[config.mk]
export PLATFORM = sky130hd
export DESIGN_NAME = baud_gen
export DESIGN_NICKNAME = d
export VERILOG_FILES = /design/src/rtl/baud_pkg.sv /design/src/rtl/baud_prescaler.sv /design/src/rtl/baud_divider.sv /design/src/rtl/baud_oversample.sv /design/src/rtl/baud_gen.sv
export SDC_FILE = /design/constraint.sdc
export NUM_CORES = 1
export LEC_CHECK = 0
export BUFFER_PORTS_ARGS = -buffer_cell sky130_fd_sc_hd__buf_2
export CAP_MARGIN = 20
export CORE_UTILIZATION = 53
export CTS_CLUSTER_DIAMETER = 200
export DETAILED_ROUTE_END_ITERATION = 10
export PLACE_DENSITY_LB_ADDON = 0.1
export SLEW_MARGIN = 25
export SYNTH_ARGS = -nofsm -noshare
export SYNTH_HDL_FRONTEND = slang
export SYNTH_SLANG_ARGS = --single-unit
[constraint.sdc]
create_clock -name clk -period 2.1 [get_ports clk]
set_input_delay 0.42 -clock clk [delete_from_list [all_inputs] [get_ports clk]]
set_output_delay 0.42 -clock clk [all_outputs]
set_load 0.02 [all_outputs]
[src/rtl/baud_pkg.sv]
package baud_pkg;
  localparam int SEL_W   = 2;
  localparam int DIV_W   = 8;
  localparam int PRE_W   = 2 * ((1 << SEL_W) - 1);
  localparam int OSR     = 16;
  localparam int SUB_DIV = 2;
endpackage

[src/rtl/baud_prescaler.sv]
module baud_prescaler
  import baud_pkg::*;
#(
  parameter int SW = SEL_W,
  parameter int PW = PRE_W
) (
  input  logic          clk,
  input  logic          rst_n,
  input  logic          run,
  input  logic [SW-1:0] sel,
  output logic          wrap
);
  logic [PW-1:0] cnt;
  logic [PW-1:0] limit;

  always_comb limit = {PW{1'b1}} >> (PW - 2 * int'(sel));

  assign wrap = run && (cnt == limit);

  always_ff @(posedge clk or negedge rst_n) begin
    if (!rst_n)           cnt <= '0;
    else if (!run || wrap) cnt <= '0;
    else                  cnt <= cnt + 1'b1;
  end

  p_pre_bound_r1: assert property (@(posedge clk) disable iff (!rst_n)
    run |-> (cnt <= limit));
endmodule

[src/rtl/baud_divider.sv]
module baud_divider
  import baud_pkg::*;
#(
  parameter int DW = DIV_W
) (
  input  logic          clk,
  input  logic          rst_n,
  input  logic          run,
  input  logic          step,
  input  logic          restart,
  input  logic [DW-1:0] reload,
  output logic          pulse
);
  logic [DW-1:0] dcnt;

  assign pulse = step && (dcnt == '0) && !restart;

  always_ff @(posedge clk or negedge rst_n) begin
    if (!rst_n)                 dcnt <= '0;
    else if (!run)              dcnt <= reload;
    else if (step) begin
      if (restart || dcnt == '0) dcnt <= reload;
      else                      dcnt <= dcnt - 1'b1;
    end
  end

  p_div_hold_r2: assert property (@(posedge clk) disable iff (!rst_n)
    (run && !step && !restart) |=> $stable(dcnt));
endmodule

[src/rtl/baud_oversample.sv]
module baud_oversample
  import baud_pkg::*;
#(
  parameter int RATIO = OSR,
  parameter int SUB   = SUB_DIV
) (
  input  logic clk,
  input  logic rst_n,
  input  logic run,
  input  logic restart,
  input  logic step,
  output logic samp,
  output logic bitt
);
  localparam int SUB_CW = (SUB > 1) ? $clog2(SUB) : 1;
  localparam int OSR_CW = $clog2(RATIO);
  localparam logic [SUB_CW-1:0] SUB_LAST = SUB_CW'(SUB - 1);
  localparam logic [OSR_CW-1:0] OSR_LAST = OSR_CW'(RATIO - 1);

  logic [SUB_CW-1:0] sub;
  logic [OSR_CW-1:0] scnt;

  assign samp = step && (sub == SUB_LAST);
  assign bitt = samp && (scnt == OSR_LAST);

  always_ff @(posedge clk or negedge rst_n) begin
    if (!rst_n) begin
      sub  <= '0;
      scnt <= '0;
    end else if (!run || restart) begin
      sub  <= '0;
      scnt <= '0;
    end else if (step) begin
      sub <= samp ? '0 : sub + 1'b1;
      if (samp) scnt <= bitt ? '0 : scnt + 1'b1;
    end
  end

  p_sample_count_r3: assert property (@(posedge clk) disable iff (!rst_n)
    (run && !restart && !samp) |=> $stable(scnt));
endmodule

[src/rtl/baud_gen.sv]
module baud_gen
  import baud_pkg::*;
(
  input  logic             clk,
  input  logic             rst_n,
  input  logic             tx_en,
  input  logic             rx_en,
  input  logic             cfg_load,
  input  logic [SEL_W-1:0] cfg_sel,
  input  logic [DIV_W-1:0] cfg_div,
  output logic             sample_tick,
  output logic             bit_tick
);
  logic             run;
  logic             pre_wrap;
  logic             apply;
  logic             pend_flag;
  logic [SEL_W-1:0] pend_sel, act_sel;
  logic [DIV_W-1:0] pend_div, act_div;
  logic [DIV_W-1:0] div_reload;
  logic             div_pulse;
  logic             samp_c, bit_c;

  assign run        = tx_en | rx_en;
  assign apply      = pend_flag && (pre_wrap || !run);
  assign div_reload = apply ? pend_div : act_div;

  always_ff @(posedge clk or negedge rst_n) begin
    if (!rst_n) begin
      pend_flag <= 1'b0;
      pend_sel  <= '0;
      pend_div  <= '0;
      act_sel   <= '0;
      act_div   <= '0;
    end else begin
      if (apply) begin
        act_sel <= pend_sel;
        act_div <= pend_div;
      end
      if (cfg_load) begin
        pend_sel  <= cfg_sel;
        pend_div  <= cfg_div;
        pend_flag <= 1'b1;
      end else if (apply) begin
        pend_flag <= 1'b0;
      end
    end
  end

  baud_prescaler u_pre (
    .clk  (clk),
    .rst_n(rst_n),
    .run  (run),
    .sel  (act_sel),
    .wrap (pre_wrap)
  );

  baud_divider u_div (
    .clk    (clk),
    .rst_n  (rst_n),
    .run    (run),
    .step   (pre_wrap),
    .restart(apply),
    .reload (div_reload),
    .pulse  (div_pulse)
  );

  baud_oversample u_ovs (
    .clk    (clk),
    .rst_n  (rst_n),
    .run    (run),
    .restart(apply),
    .step   (div_pulse),
    .samp   (samp_c),
    .bitt   (bit_c)
  );

  always_ff @(posedge clk or negedge rst_n) begin
    if (!rst_n) begin
      sample_tick <= 1'b0;
      bit_tick    <= 1'b0;
    end else begin
      sample_tick <= run && samp_c;
      bit_tick    <= run && bit_c;
    end
  end

  p_bit_in_sample_r3: assert property (@(posedge clk) disable iff (!rst_n)
    bit_tick |-> sample_tick);
  p_idle_quiet_r5: assert property (@(posedge clk) disable iff (!rst_n)
    !run |=> (!sample_tick && !bit_tick));
  p_single_pulse_r8: assert property (@(posedge clk) disable iff (!rst_n)
    sample_tick |=> !sample_tick);
  p_wait_wrap_r6: assert property (@(posedge clk) disable iff (!rst_n)
    (pend_flag && run && !pre_wrap) |=> pend_flag);
endmodule

# == After elaboration in Yosys (flattened, before gate mapping) ==
# Cells that the tools add are included.
# op_classes
n_addsub,5
eq_ne,3
n_shift,1
muxes,14
bitwise,1
reduce_logical,18
# ops
op,n
8-bit 2-to-1 mux,4
"6-bit by 32-bit right shift with 6-bit output, first input constant",1
4-bit 2-to-1 mux,4
1-bit logical AND,8
8-bit logical NOT,1
"8-bit by 1-bit subtractor with 8-bit output, second input constant",1
"6-bit by 1-bit adder with 6-bit output, second input constant",1
6-bit equality test,1
6-bit 2-to-1 mux,1
2-bit nonzero test,3
1-bit 2-to-1 mux,5
"4-bit by 1-bit adder with 4-bit output, second input constant",1
"4-bit equality test, second input constant",1
"3-bit by 3-bit subtractor with 4-bit output, first input constant",1
1-bit logical OR,3
1-bit logical NOT,2
"2-bit by 1-bit inequality test with 1-bit output, second input constant",1
2-bit AND reduction,1
"1-bit adder, second input constant",1
1-bit OR,1
# word_totals
ff_bits,42
input_bits,15
output_inout_bits,2
wordCells,53

# == Logic depth before layout (Yosys ltp) ==
# Gate-level depths: netlist (run 1).
# logic_depth
ltp_word,14
ltp_mapped,8
ltp_nobuf,8

# == By module ==
# A second synthesis (run 1) with hierarchy kept.
# unflattened
hier_cells,183
hier_area_um2,2108.3
# by_module_without_submodules
module,n_inst,cells_each,area_each_um2,seq_area_each_um2
baud_gen,1,53,902.1,575.6
baud_divider,1,67,600.6,200.2
baud_prescaler,1,35,351.6,150.1
baud_oversample,1,28,254.0,125.1

# == Least setup slack after synthesis (run 1) ==
# No wires, ideal clock.
# synth_timing
path_kind,reg2reg
startpoint,register u_pre.cnt[2]
endpoint,register u_div.dcnt[4]
setup_ns,0.121
arrival_time_ns,1.988
t_required_ns,1.979
path_slack_ns,-0.009
path_stages_with_launch,9
path_buffers,2
synth_period_minus_slack_ns,2.109
path_cell_list,dfrtp_1 buf_6 nor4b_4 o211ai_2 a211o_1 buf_6 mux2_4 mux2_2 o22a_1
# synth_between
elab_chain_len,8
word_cells_on_any_way,10
cone_classes,2 x eq/ne; 4 x mux; 4 x reduce/logical
# synth_lines
item,line,rtl
from (decl),baud_prescaler.sv:13,logic [PW-1:0] cnt;
from (signal assigned),baud_prescaler.sv:23,else cnt <= cnt + 1'b1;
6-bit equality test *,baud_prescaler.sv:18,assign wrap = run && (cnt == limit);
1-bit logical AND *,baud_prescaler.sv:18,
1-bit logical OR *,baud_gen.sv:25,assign apply = pend_flag && (pre_wrap || !run);
1-bit logical AND *,baud_gen.sv:25,
8-bit 2-to-1 mux *,n/a,
net div_reload[4],baud_gen.sv:20,logic [DIV_W-1:0] div_reload;
8-bit 2-to-1 mux,baud_divider.sv:22,if (restart || dcnt == '0) dcnt <= reload;
8-bit 2-to-1 mux,baud_divider.sv:21,else if (step) begin
8-bit 2-to-1 mux *,baud_divider.sv:20,else if (!run) dcnt <= reload;
to (signal assigned),baud_divider.sv:20,
to (signal assigned),baud_divider.sv:22,
to (signal assigned),baud_divider.sv:23,else dcnt <= dcnt - 1'b1;
to (decl),baud_divider.sv:14,logic [DW-1:0] dcnt;
# Mark *: on every way through the listed nets, which the timed path passes. The rest lies on a longest branch. The select of a mux whose other input is x is not followed.
# A chain may end at the register's enable or synchronous reset.

# == Worst setup path in the final report (run 1) ==
# layout_timing
startpoint,register u_pre.cnt[4]
endpoint,register u_div.dcnt[4]
# The elaborated chain is that of the path after synthesis.

==> results of run 1 <==
worst min-delay path by stage:
stage,from,slack [ns],endpoint,depth (start not counted)
after detailed placement,act_div[5]$_DFF_PN0_,0.48,act_div[5]$_DFF_PN0_,1
after global routing,rst_n,0.24,u_div.dcnt[6]$_DFFE_PN0P_,2
after CTS,rst_n,0.20,u_div.dcnt[6]$_DFFE_PN0P_,2
final,rst_n,0.19,act_sel[0]$_DFFE_PN0P_,2
after floorplan,rst_n,0.12,act_div[0]$_DFF_PN0_,0
after global placement,act_div[4]$_DFF_PN0_,0.49,act_div[4]$_DFF_PN0_,1
synthesized netlist by cell type, drive strengths merged (2+ instances only):
cell	count
a211oi	2
a21oi	8
a22oi	2
and2	2
and3	2
buf	4
clkbuf	3
dfrtp	42
ha	4
inv	7
mux2	23
mux2i	4
nand2	11
nand2b	3
nand3	6
nor2	19
nor3	9
nor4	2
o21ai	3
o22a	4
or3	2
xnor2	2
xor2	4
critical path, delay by kind of cell, from the launching register on:
family	cells	cell delay [ns]
AOI/OAI and AO/OA	3	0.88
and+or+nand+nor	1	0.11
muxes	2	0.59
DFF	1	0.44
power by group through the flow:
stage	Clock, uW	Combinational (uW)	Sequential, uW
2_1_floorplan	0	759	1210
3_3_place_gp	0	1110	1220
4_1_cts	636	1160	1220
3_5_place_dp	0	1140	1230
5_1_grt	674	1280	1270
6_report	620	1160	1230
cell type report:
| class | count | share of cell area, % |
|---|---|---|
| sequential | 42 | 42.8 |
| multi-input combinational | 128 | 39.3 |
| timing repair buffer | 38 | 9.97 |
| clock buffer | 6 | 2.95 |
| tap | 48 | 2.44 |
| clock inverter | 2 | 1.53 |
| inverter | 7 | 1.07 |
what timing repair did:
item / 4_1_cts / 5_1_grt
hold buffers: 0 / 0
pin swaps: 1 / 1
setup endpoints to repair: 4 / 11
cloned: 0 / 0
gates resized for setup: 2 / 2
buffers inserted: 0 / 0
state kept, by name, summed over array words and instances (netlist names), 2 cells and up:
signal / count
u_pre.cnt: 6
pend_div: 8
pend_sel: 2
u_ovs.scnt: 4
act_div: 8
u_div.dcnt: 8
act_sel: 2
routing by layer:
metal	track usage, %	share of wire [%]
met5	0	0
met4	6.67	1.1
met3	5.81	3.6
met2	38.2	50
met1	30.1	45
cell families (layout without fill, tap and decap cells):
| kind of cell | Yosys count | count (layout) | share of synthesized area [%] |
|---|---|---|---|
| flip-flops | 42 | 42 | 50.6 |
| buffers and inverters | 14 | 53 | 3.50 |
| AND/OR/NAND/NOR | 60 | 60 | 14.9 |
| XOR/XNOR | 6 | 6 | 2.53 |
| adder cells (fa/ha/maj) | 4 | 4 | 2.41 |
| multiplexers | 27 | 27 | 14.8 |
| AO/OA/AOI/OAI | 31 | 31 | 11.3 |
through the flow:
step                setup TNS (ns)  hold WS (ns)  area [sq um]  worst slack, ns
global route                 -1.05         0.240          2460           -0.170
detailed placement         -0.0704         0.484          2330          -0.0414
CTS                        -0.0286         0.200          2450          -0.0202
floorplan                  -0.0183         0.124          2080         -0.00913
global placement                 0         0.485          2330           0.0393
finish                     -0.0715         0.189          2460          -0.0412
==> out/results.md, run 1 <==
| Quantity | Value |
|---|---|
| Net Switching | 992 uW |
| Detail Route Antenna Nets | 0 |
| Finish-stage setup viols | 2 |
| Via count normalized by instance count | 5.75 |
| HPWL after detailed placement | 2980 um |
| Share of flip-flops with an asynchronous set or reset | 100% |
| Height of the chip | 64.6 um |
| Sequential fraction of the synthesis area | 50.6% |
| Remaining global-route overflow | 0 |
| Number of cells in the design after placement | 263 |
| Non-filler cells in the finished layout | 271 |
| Utilization of the core after routing | 66.2% |
| Pin count of the biggest net entering global routing | 43 |
| Num Clock Sinks | 42 |
| Filler Cell Count | 314 |
| Max_cap viols | 0 |
| Total Routing Usage GR | 23.1% |
| Total Power Consumption | 3010 uW |
| Syn-to-layout area delta | 18.5% |
| WL/cell | 15.0 um |
| Top flip-flop cell by instance count after synthesis | sky130_fd_sc_hd__dfrtp_1 |
| Commonest cells after routing, fill and taps aside | sky130_fd_sc_hd__dfrtp_1 (41), sky130_fd_sc_hd__buf_4 (22), sky130_fd_sc_hd__mux2_2 (21), sky130_fd_sc_hd__nor2_1 (19), sky130_fd_sc_hd__buf_2 (16) |
| Largest stage delay, worst path | 0.44 ns |
| Core region area | 0.00372 sq mm |
| Setup repair after global routing missed its margin | true |
| P_int | 2020 uW |
| Failing checks | negative setup slack |
| Vias in the first global route | 1568 |
| Maximum clock insertion buffer count | 2 |
| Cell count after synthesis | 184 |
| Required @ worst endpoint | 2.28 ns |
| Time the final worst path needs with I/O delays and setup | 2.14 ns |
| Iteration-0 DRC count of the detailed router | 44 |
| First-pass GRT wire length | 7260 um |
| Clock latency on the worst-skew pair | 0.29 ns |
| Buffer type at the clock tree root | sky130_fd_sc_hd__clkbuf_8 |
| Arrival time of the worst setup path | 2.32 ns |
| Yosys Warn Count | 0 |
| CTS tree | built |
| Combinational group share of total power | 38.4% |
| Drc violations | 0 |
| Number of storage elements in the synthesis netlist | 42 |
| Slowest stage cell, crit path | sky130_fd_sc_hd__dfrtp_1 |
| Total die area | 0.00417 sq mm |
| Maximum resistive drop on vdd | 707 uV |
| Initial antenna violation count | 0 |
| Cell area after technology mapping | 0.00208 sq mm |
| Worst setup path class | register to register |
| Pre-antenna DRT Iters | 4 |
| Part of the total power dissipated in sequential elements | 41.0% |
| Reg2Reg Capture Point | u_div.dcnt[4]$_DFFE_PN0P_ |
| Average footprint of a synthesized cell | 11.3 sq um |
| Clock transition at path regs | 0.08 ns |
| Post-synthesis cell type with the largest combined area | sky130_fd_sc_hd__dfrtp_1 |
| Mapped Nets | 203 |
| Biggest fanout along the worst timing path | 4 |
| Cells traversed along the worst timing path | a211oi_1, nor3_1, a211o_1, mux2_4, mux2_2, o22a_1 |
| Layout cells sized above 1 | 35.4% |
| Crit path setup slack, layout | -0.0412 ns |
| Worst hold path class | primary input to async pin |
| Maximum clock skew at final layout | 0.00821 ns |
| Most area-consuming cells after synthesis | sky130_fd_sc_hd__dfrtp_1 (51%), sky130_fd_sc_hd__mux2_2 (11%), sky130_fd_sc_hd__nor2_1 (3.4%) |
| Cell row count | 22 |
| Slew Limit Headroom | 64.8% |
| Antenna Diode Count | 0 |
| Number of flops mapped to enable cells by yosys | 0 |
| Total Routed Length | 4070 um |
| Kind of end point of the critical path | register |
| Origin of the worst setup path | u_pre.cnt[4]$_DFF_PN0_ |
| Count of vias placed by the detailed router | 1558 |
| Reported leakage power | 0.00112 uW |
| Max Slew Vio Count | 0 |
| Portion of the clock cycle consumed by the worst path in the final layout | 102% |
| Sw Share | 33.0% |
| Kind of launch point of the worst setup path | register |
| Power density normalized to cell area | 1220 mW/mm^2 |
| Worst flop-to-flop path startpoint | u_pre.cnt[4]$_DFF_PN0_ |
| Final hold violations | 0 |
| Max Clk Rate | 0.467 GHz |
| Final Wtd Congestion | 0.831 |
| Floorplan die width | 64.6 um |
| Post-synth top area share | 50.6% |
| Area of the multi-input gates | 966 sq um |
| Outcome | finished with violations |
| Transition at the pin with the smallest max-transition slack | 0.529 ns |
| Clk pwr share | 20.6% |
| Synth cell types | 44 |
| Boundary Pins | 17 |
| H-Tree Level Count | 2 |
| Number of cells traversed by the worst register-to-register path | 6 |
| Register area | 0.00105 sq mm |
| Initial Util | 55.9% |
| Num CTS Buffers | 5 |
| Timing endpoint of the critical path | u_div.dcnt[4]$_DFFE_PN0P_ |
| Flop2flop setup slack | -0.04 ns |
| Final-stage net count | 241 |
| Number of port buffers | 16 |
| Commonest non-fill, non-tap cell in the layout | sky130_fd_sc_hd__dfrtp_1 |
(Power assumes the default switching activity.)
==> run 2: changes to the inputs <==
Settings changed: CORE_MARGIN set to 2.
==> run 2 against run 1 <==
Against the previous run:
- the flow still finishes with violations (negative setup slack)
- register-to-register slack better by 0.02 ns
- via count shrank 2.2%
- total power shrank 2.8%
- worst setup slack better by 0.025 ns
- fmax increased by 1.2%
- critical endpoint unchanged
- largest cell class unchanged
- largest power group unchanged
==> out/results.md, run 2 (same netlist as run 1, synthesis figures left out) <==
| Quantity | Value |
|---|---|
| Core region area | 0.00372 sq mm |
| Kind of launch point of the worst setup path | register |
| Height of the chip | 66.6 um |
| Clock latency on the worst-skew pair | 0.29 ns |
| H-Tree Level Count | 2 |
| Max Slew Vio Count | 0 |
| Detail Route Antenna Nets | 0 |
| Max_cap viols | 0 |
| Cells traversed along the worst timing path | nor3_1, buf_4, a21oi_2, a211o_1, mux2_4, mux2_2, o22a_1 |
| Finish-stage setup viols | 1 |
| CTS Hold Buffers Added | 0 |
| Required @ worst endpoint | 2.28 ns |
| Final hold violations | 0 |
| Floorplan die width | 66.6 um |
| Count of vias placed by the detailed router | 1524 |
| Register area | 0.00105 sq mm |
| Area of the multi-input gates | 981 sq um |
| Portion of the clock cycle consumed by the worst path in the final layout | 101% |
| Initial Util | 55.9% |
| Reg2Reg Capture Point | u_div.dcnt[4]$_DFFE_PN0P_ |
| Transition at the pin with the smallest max-transition slack | 0.511 ns |
| Total Routing Usage GR | 22.0% |
| Arrival time of the worst setup path | 2.30 ns |
| Worst setup path class | register to register |
| Antenna Diode Count | 0 |
| HPWL after detailed placement | 3000 um |
| Remaining global-route overflow | 0 |
| Power density normalized to cell area | 1190 mW/mm^2 |
| Drc violations | 0 |
| Buffer type at the clock tree root | sky130_fd_sc_hd__clkbuf_8 |
| Outcome | finished with violations |
| Num CTS Buffers | 5 |
| Crit path setup slack, layout | -0.0163 ns |
| Maximum clock skew at final layout | 0.00319 ns |
| Clock transition at path regs | 0.08 ns |
| WL/cell | 15.2 um |
| First-pass GRT wire length | 7270 um |
| Num Clock Sinks | 42 |
| Utilization of the core after routing | 66.2% |
| Worst flop-to-flop path startpoint | act_sel[0]$_DFFE_PN0P_ |
| Worst slack, placed | -0.0772 ns |
| Biggest fanout along the worst timing path | 5 |
| Filler Cell Count | 290 |
| Time the final worst path needs with I/O delays and setup | 2.12 ns |
| Setup repair after global routing missed its margin | true |
| Layout cells sized above 1 | 36.5% |
| Commonest non-fill, non-tap cell in the layout | sky130_fd_sc_hd__dfrtp_1 |
| Final Wtd Congestion | 0.858 |
| CTS tree | built |
| Worst hold path class | primary input to async pin |
| Via count normalized by instance count | 5.64 |
| Reported leakage power | 0.00112 uW |
| Number of cells traversed by the worst register-to-register path | 7 |
| Largest stage delay, worst path | 0.43 ns |
| Cell row count | 22 |
| Boundary Pins | 17 |
| Total die area | 0.00443 sq mm |
| Number of port buffers | 16 |
| Maximum resistive drop on vdd | 675 uV |
| Biggest regs | act_div x8, pend_div x8, u_div.dcnt x8 |
| Slowest stage cell, crit path | sky130_fd_sc_hd__dfrtp_1 |
| Max Clk Rate | 0.473 GHz |
| Total Routed Length | 4110 um |
| Initial antenna violation count | 0 |
| Area of all placed cells without fillers | 0.00246 sq mm |
| Flop2flop setup slack | -0.02 ns |
| Hold Slack | 0.0913 ns |
| Slew Limit Headroom | 66.0% |
| Syn-to-layout area delta | 18.6% |
| Pin count of the biggest net entering global routing | 23 |
| Failing checks | negative setup slack |
| Iteration-0 DRC count of the detailed router | 84 |
| Final-stage net count | 240 |
| Kind of end point of the critical path | register |
| Pre-antenna DRT Iters | 4 |
| Vias in the first global route | 1588 |
| Dpl cell area | 0.00233 sq mm |
| Maximum clock insertion buffer count | 2 |
| Commonest cells after routing, fill and taps aside | sky130_fd_sc_hd__dfrtp_1 (41), sky130_fd_sc_hd__mux2_2 (21), sky130_fd_sc_hd__buf_4 (20), sky130_fd_sc_hd__nor2_1 (19), sky130_fd_sc_hd__buf_2 (16) |
[run 2: power breakdown]
part	internal, uW	switching, uW	leakage (uW)
combinational	616	534	0.000559
clock	265	268	0.0000482
sequential	1050	199	0.000511
[run 2: layout make-up]
| type | instances | area share [%] |
|---|---|---|
| Tap cell | 48 | 2.44 |
| Multi-Input combinational cell | 128 | 39.9 |
| Clock buffer | 7 | 3.51 |
| Inverter | 7 | 1.07 |
| Timing Repair Buffer | 37 | 10.2 |
| Clock inverter | 1 | 0.203 |
| Sequential cell | 42 | 42.8 |
[run 2: how the worst max path moves through the flow]
stage | startpoint | endpoint | slack (ns)
6_report | act_sel[0]$_DFFE_PN0P_ | u_div.dcnt[4]$_DFFE_PN0P_ | -0.02
5_1_grt | act_sel[1]$_DFFE_PN0P_ | u_div.dcnt[4]$_DFFE_PN0P_ | -0.1
4_1_cts | act_sel[1]$_DFFE_PN0P_ | u_div.dcnt[4]$_DFFE_PN0P_ | -0.007
3_5_place_dp | act_sel[1]$_DFFE_PN0P_ | u_div.dcnt[4]$_DFFE_PN0P_ | -0.08
3_3_place_gp | rx_en | u_div.dcnt[5]$_DFFE_PN0P_ | 0.04
2_1_floorplan | u_pre.cnt[2]$_DFF_PN0_ | u_div.dcnt[4]$_DFFE_PN0P_ | -0.009
[run 2: stage by stage]
stage | std cells | power, uW | TNS [ns]
global route | 270 | 3130 | -0.288
CTS | 270 | 2910 | -0.00704
global placement | 261 | 2310 | 0
finish | 270 | 2930 | -0.0163
detailed placement | 261 | 2350 | -0.159
floorplan | 184 | 1970 | -0.0183
[run 2: timing repair]
action                                  CTS  global route
endpoints found under the hold margin     0             0
endpoints found under the setup margin    7             9
gates resized for setup                   2             5
pin swaps                                 1             2
setup buffers                             1             0
[run 2: routing by layer]
layer | wire, um | vias to the layer above | global-route usage (%)
met2 | 2010 | 27 | 36.0
met1 | 1890 | 760 | 27.8
met3 | 137 | 6 | 5.07
li1 | - | 731 | -
met4 | 69 | 0 | 9.44
met5 | 0 | - | 0
[run 2: critical path: cells and delay by family (launching register included)]
kind            cells  cell delay, ns
flops               1            0.43
mux                 2            0.59
simple gates        1            0.21
compound gates      3            0.62
buf+inv             1            0.16
==> run 3: changes to the inputs <==
Settings changed: PLACE_DENSITY set to 0.75, PLACE_DENSITY_LB_ADDON 0.1 to unset.
==> run 3 against run 2 <==
Against the previous run:
- the run still ends with negative setup slack left
- largest cell class unchanged
- hold slack better by 0.080 ns
- sequential power is essentially flat
- cell count up 1.9%
- critical path depth stayed put
==> out/results.md, run 3 (same netlist as run 1, synthesis figures left out) <==
| Quantity | Value |
|---|---|
| Setup repair after global routing missed its margin | true |
| Total Routing Usage GR | 22.9% |
| CTS tree | built |
| Maximum clock skew at final layout | 0.00679 ns |
| Cell row count | 22 |
| Max Slew Vio Count | 0 |
| Height of the chip | 66.6 um |
| Finish-stage setup viols | 2 |
| Worst hold path class | primary input to async pin |
| Flop2flop setup slack | -0.03 ns |
| Drc violations | 0 |
| Number of cells in the design after placement | 258 |
| Max Clk Rate | 0.471 GHz |
| Arrival time of the worst setup path | 2.32 ns |
| Floorplan die width | 66.6 um |
| Kind of launch point of the worst setup path | register |
| Utilization of the core after routing | 69.9% |
| Remaining global-route overflow | 0 |
| Num CTS Buffers | 5 |
| H-Tree Level Count | 2 |
| Power density normalized to cell area | 1300 mW/mm^2 |
| Number of cells traversed by the worst register-to-register path | 7 |
| Initial antenna violation count | 0 |
| Final hold violations | 0 |
| Crit path setup slack, layout | -0.0250 ns |
| Kind of end point of the critical path | register |
| Slew Limit Headroom | 65.6% |
| Antenna Diode Count | 0 |
| Portion of the clock cycle consumed by the worst path in the final layout | 101% |
| Total Routed Length | 4600 um |
| Commonest non-fill, non-tap cell in the layout | sky130_fd_sc_hd__dfrtp_1 |
| Core region area | 0.00372 sq mm |
| Iteration-0 DRC count of the detailed router | 114 |
| Final sum of negative setup slack | -0.0490 ns |
| CTS Hold Buffers Added | 0 |
| Maximum resistive drop on vdd | 757 uV |
| Num Clock Sinks | 42 |
| Worst flop-to-flop path startpoint | u_pre.cnt[2]$_DFF_PN0_ |
| First-pass GRT wire length | 7490 um |
| Via count normalized by instance count | 5.83 |
| HPWL after detailed placement | 3110 um |
| Maximum clock insertion buffer count | 2 |
| Pre-antenna DRT Iters | 4 |
| Detail Route Antenna Nets | 0 |
| Final-stage net count | 245 |
| Transition at the pin with the smallest max-transition slack | 0.515 ns |
| Total die area | 0.00443 sq mm |
| Reported leakage power | 0.00118 uW |
| Final Wtd Congestion | 0.869 |
| Hold Slack | 0.172 ns |
| Clock transition at path regs | 0.08 ns |
| Syn-to-layout area delta | 25.1% |
| Number of port buffers | 16 |
| Non-filler cells in the finished layout | 275 |
| Biggest fanout along the worst timing path | 3 |
| Count of vias placed by the detailed router | 1602 |
| Worst setup path class | register to register |
| Boundary Pins | 17 |
| Buffer type at the clock tree root | sky130_fd_sc_hd__clkbuf_8 |
| Initial Util | 55.9% |
| Failing checks | negative setup slack |
| Required @ worst endpoint | 2.30 ns |
| Vias in the first global route | 1618 |
| Pin count of the biggest net entering global routing | 43 |
| Biggest regs | act_div x8, pend_div x8, u_div.dcnt x8 |
| Outcome | finished with violations |
| Reg2Reg Capture Point | u_div.dcnt[5]$_DFFE_PN0P_ |
| Time the final worst path needs with I/O delays and setup | 2.13 ns |
| Layout cells sized above 1 | 41.0% |
| Commonest cells after routing, fill and taps aside | sky130_fd_sc_hd__dfrtp_1 (37), sky130_fd_sc_hd__buf_4 (24), sky130_fd_sc_hd__nor2_1 (19), sky130_fd_sc_hd__mux2_2 (19), sky130_fd_sc_hd__buf_2 (16) |
| Clock latency on the worst-skew pair | 0.30 ns |
| WL/cell | 16.7 um |
| Max_cap viols | 0 |
## run 3: area by class of cell
type	instances	area, sq um
Sequential cell	42	1060
Inverter	7	26.3
Clock buffer	6	82.6
Timing Repair Buffer	42	292
Multi-Input combinational cell	128	1020
Tap cell	48	60.1
Fill cell	270	1120
Clock inverter	2	60.1
## run 3: metrics by stage
| step | instance area [sq um] | power (uW) | setup slack, ns |
|---|---|---|---|
| after floorplan | 2080 | 1970 | -0.00913 |
| after global placement | 2300 | 2260 | 0.0440 |
| after detailed placement | 2300 | 2330 | -0.0440 |
| after CTS | 2510 | 3250 | -0.0358 |
| after global routing | 2600 | 3570 | -0.0986 |
| final | 2600 | 3390 | -0.0250 |
## run 3: worst max path at each step
stage / from / end / slack, ns / cells after the start
global route: u_pre.cnt[2]$_DFF_PN0_ / u_div.dcnt[5]$_DFFE_PN0P_ / -0.1 / 7
CTS: act_sel[1]$_DFFE_PN0P_ / u_div.dcnt[4]$_DFFE_PN0P_ / -0.04 / 6
finish: u_pre.cnt[2]$_DFF_PN0_ / u_div.dcnt[5]$_DFFE_PN0P_ / -0.03 / 7
detailed placement: act_sel[1]$_DFFE_PN0P_ / u_div.dcnt[4]$_DFFE_PN0P_ / -0.04 / 6
global placement: u_pre.cnt[3]$_DFF_PN0_ / u_div.dcnt[5]$_DFFE_PN0P_ / 0.04 / 6
floorplan: u_pre.cnt[2]$_DFF_PN0_ / u_div.dcnt[4]$_DFFE_PN0P_ / -0.009 / 8
## run 3: where the power goes
part | internal, uW | leakage (uW) | total, uW | switching (uW)
Clock | 507 | 0.0000714 | 789 | 282
Sequential | 1050 | 0.000505 | 1270 | 224
Combinational | 728 | 0.000600 | 1320 | 597
## run 3: metal layers
| metal | global-route usage, % | vias up | share of wire, % |
|---|---|---|---|
| met1 | 26.7 | 801 | 41 |
| met4 | 9.69 | 0 | 3.1 |
| li1 | - | 745 | - |
| met3 | 5.74 | 14 | 4.8 |
| met2 | 39.9 | 42 | 51 |
| met5 | 0 | - | 0 |
## run 3: worst max-delay path: stages (launching register included)
cell and delay [ns]:
sky130_fd_sc_hd__dfrtp_2 0.45, sky130_fd_sc_hd__buf_4 0.16, sky130_fd_sc_hd__nor3_4 0.19, sky130_fd_sc_hd__a21oi_2 0.09, sky130_fd_sc_hd__a211o_1 0.38, sky130_fd_sc_hd__mux2_4 0.33
sky130_fd_sc_hd__mux2_4 0.27, sky130_fd_sc_hd__o22a_1 0.15
## run 3: timing repair
item / in CTS / in global routing
endpoints found under the setup margin: 6 / 11
pin swaps: 6 / 3
setup buffers: 4 / 5
resized for setup: 9 / 11
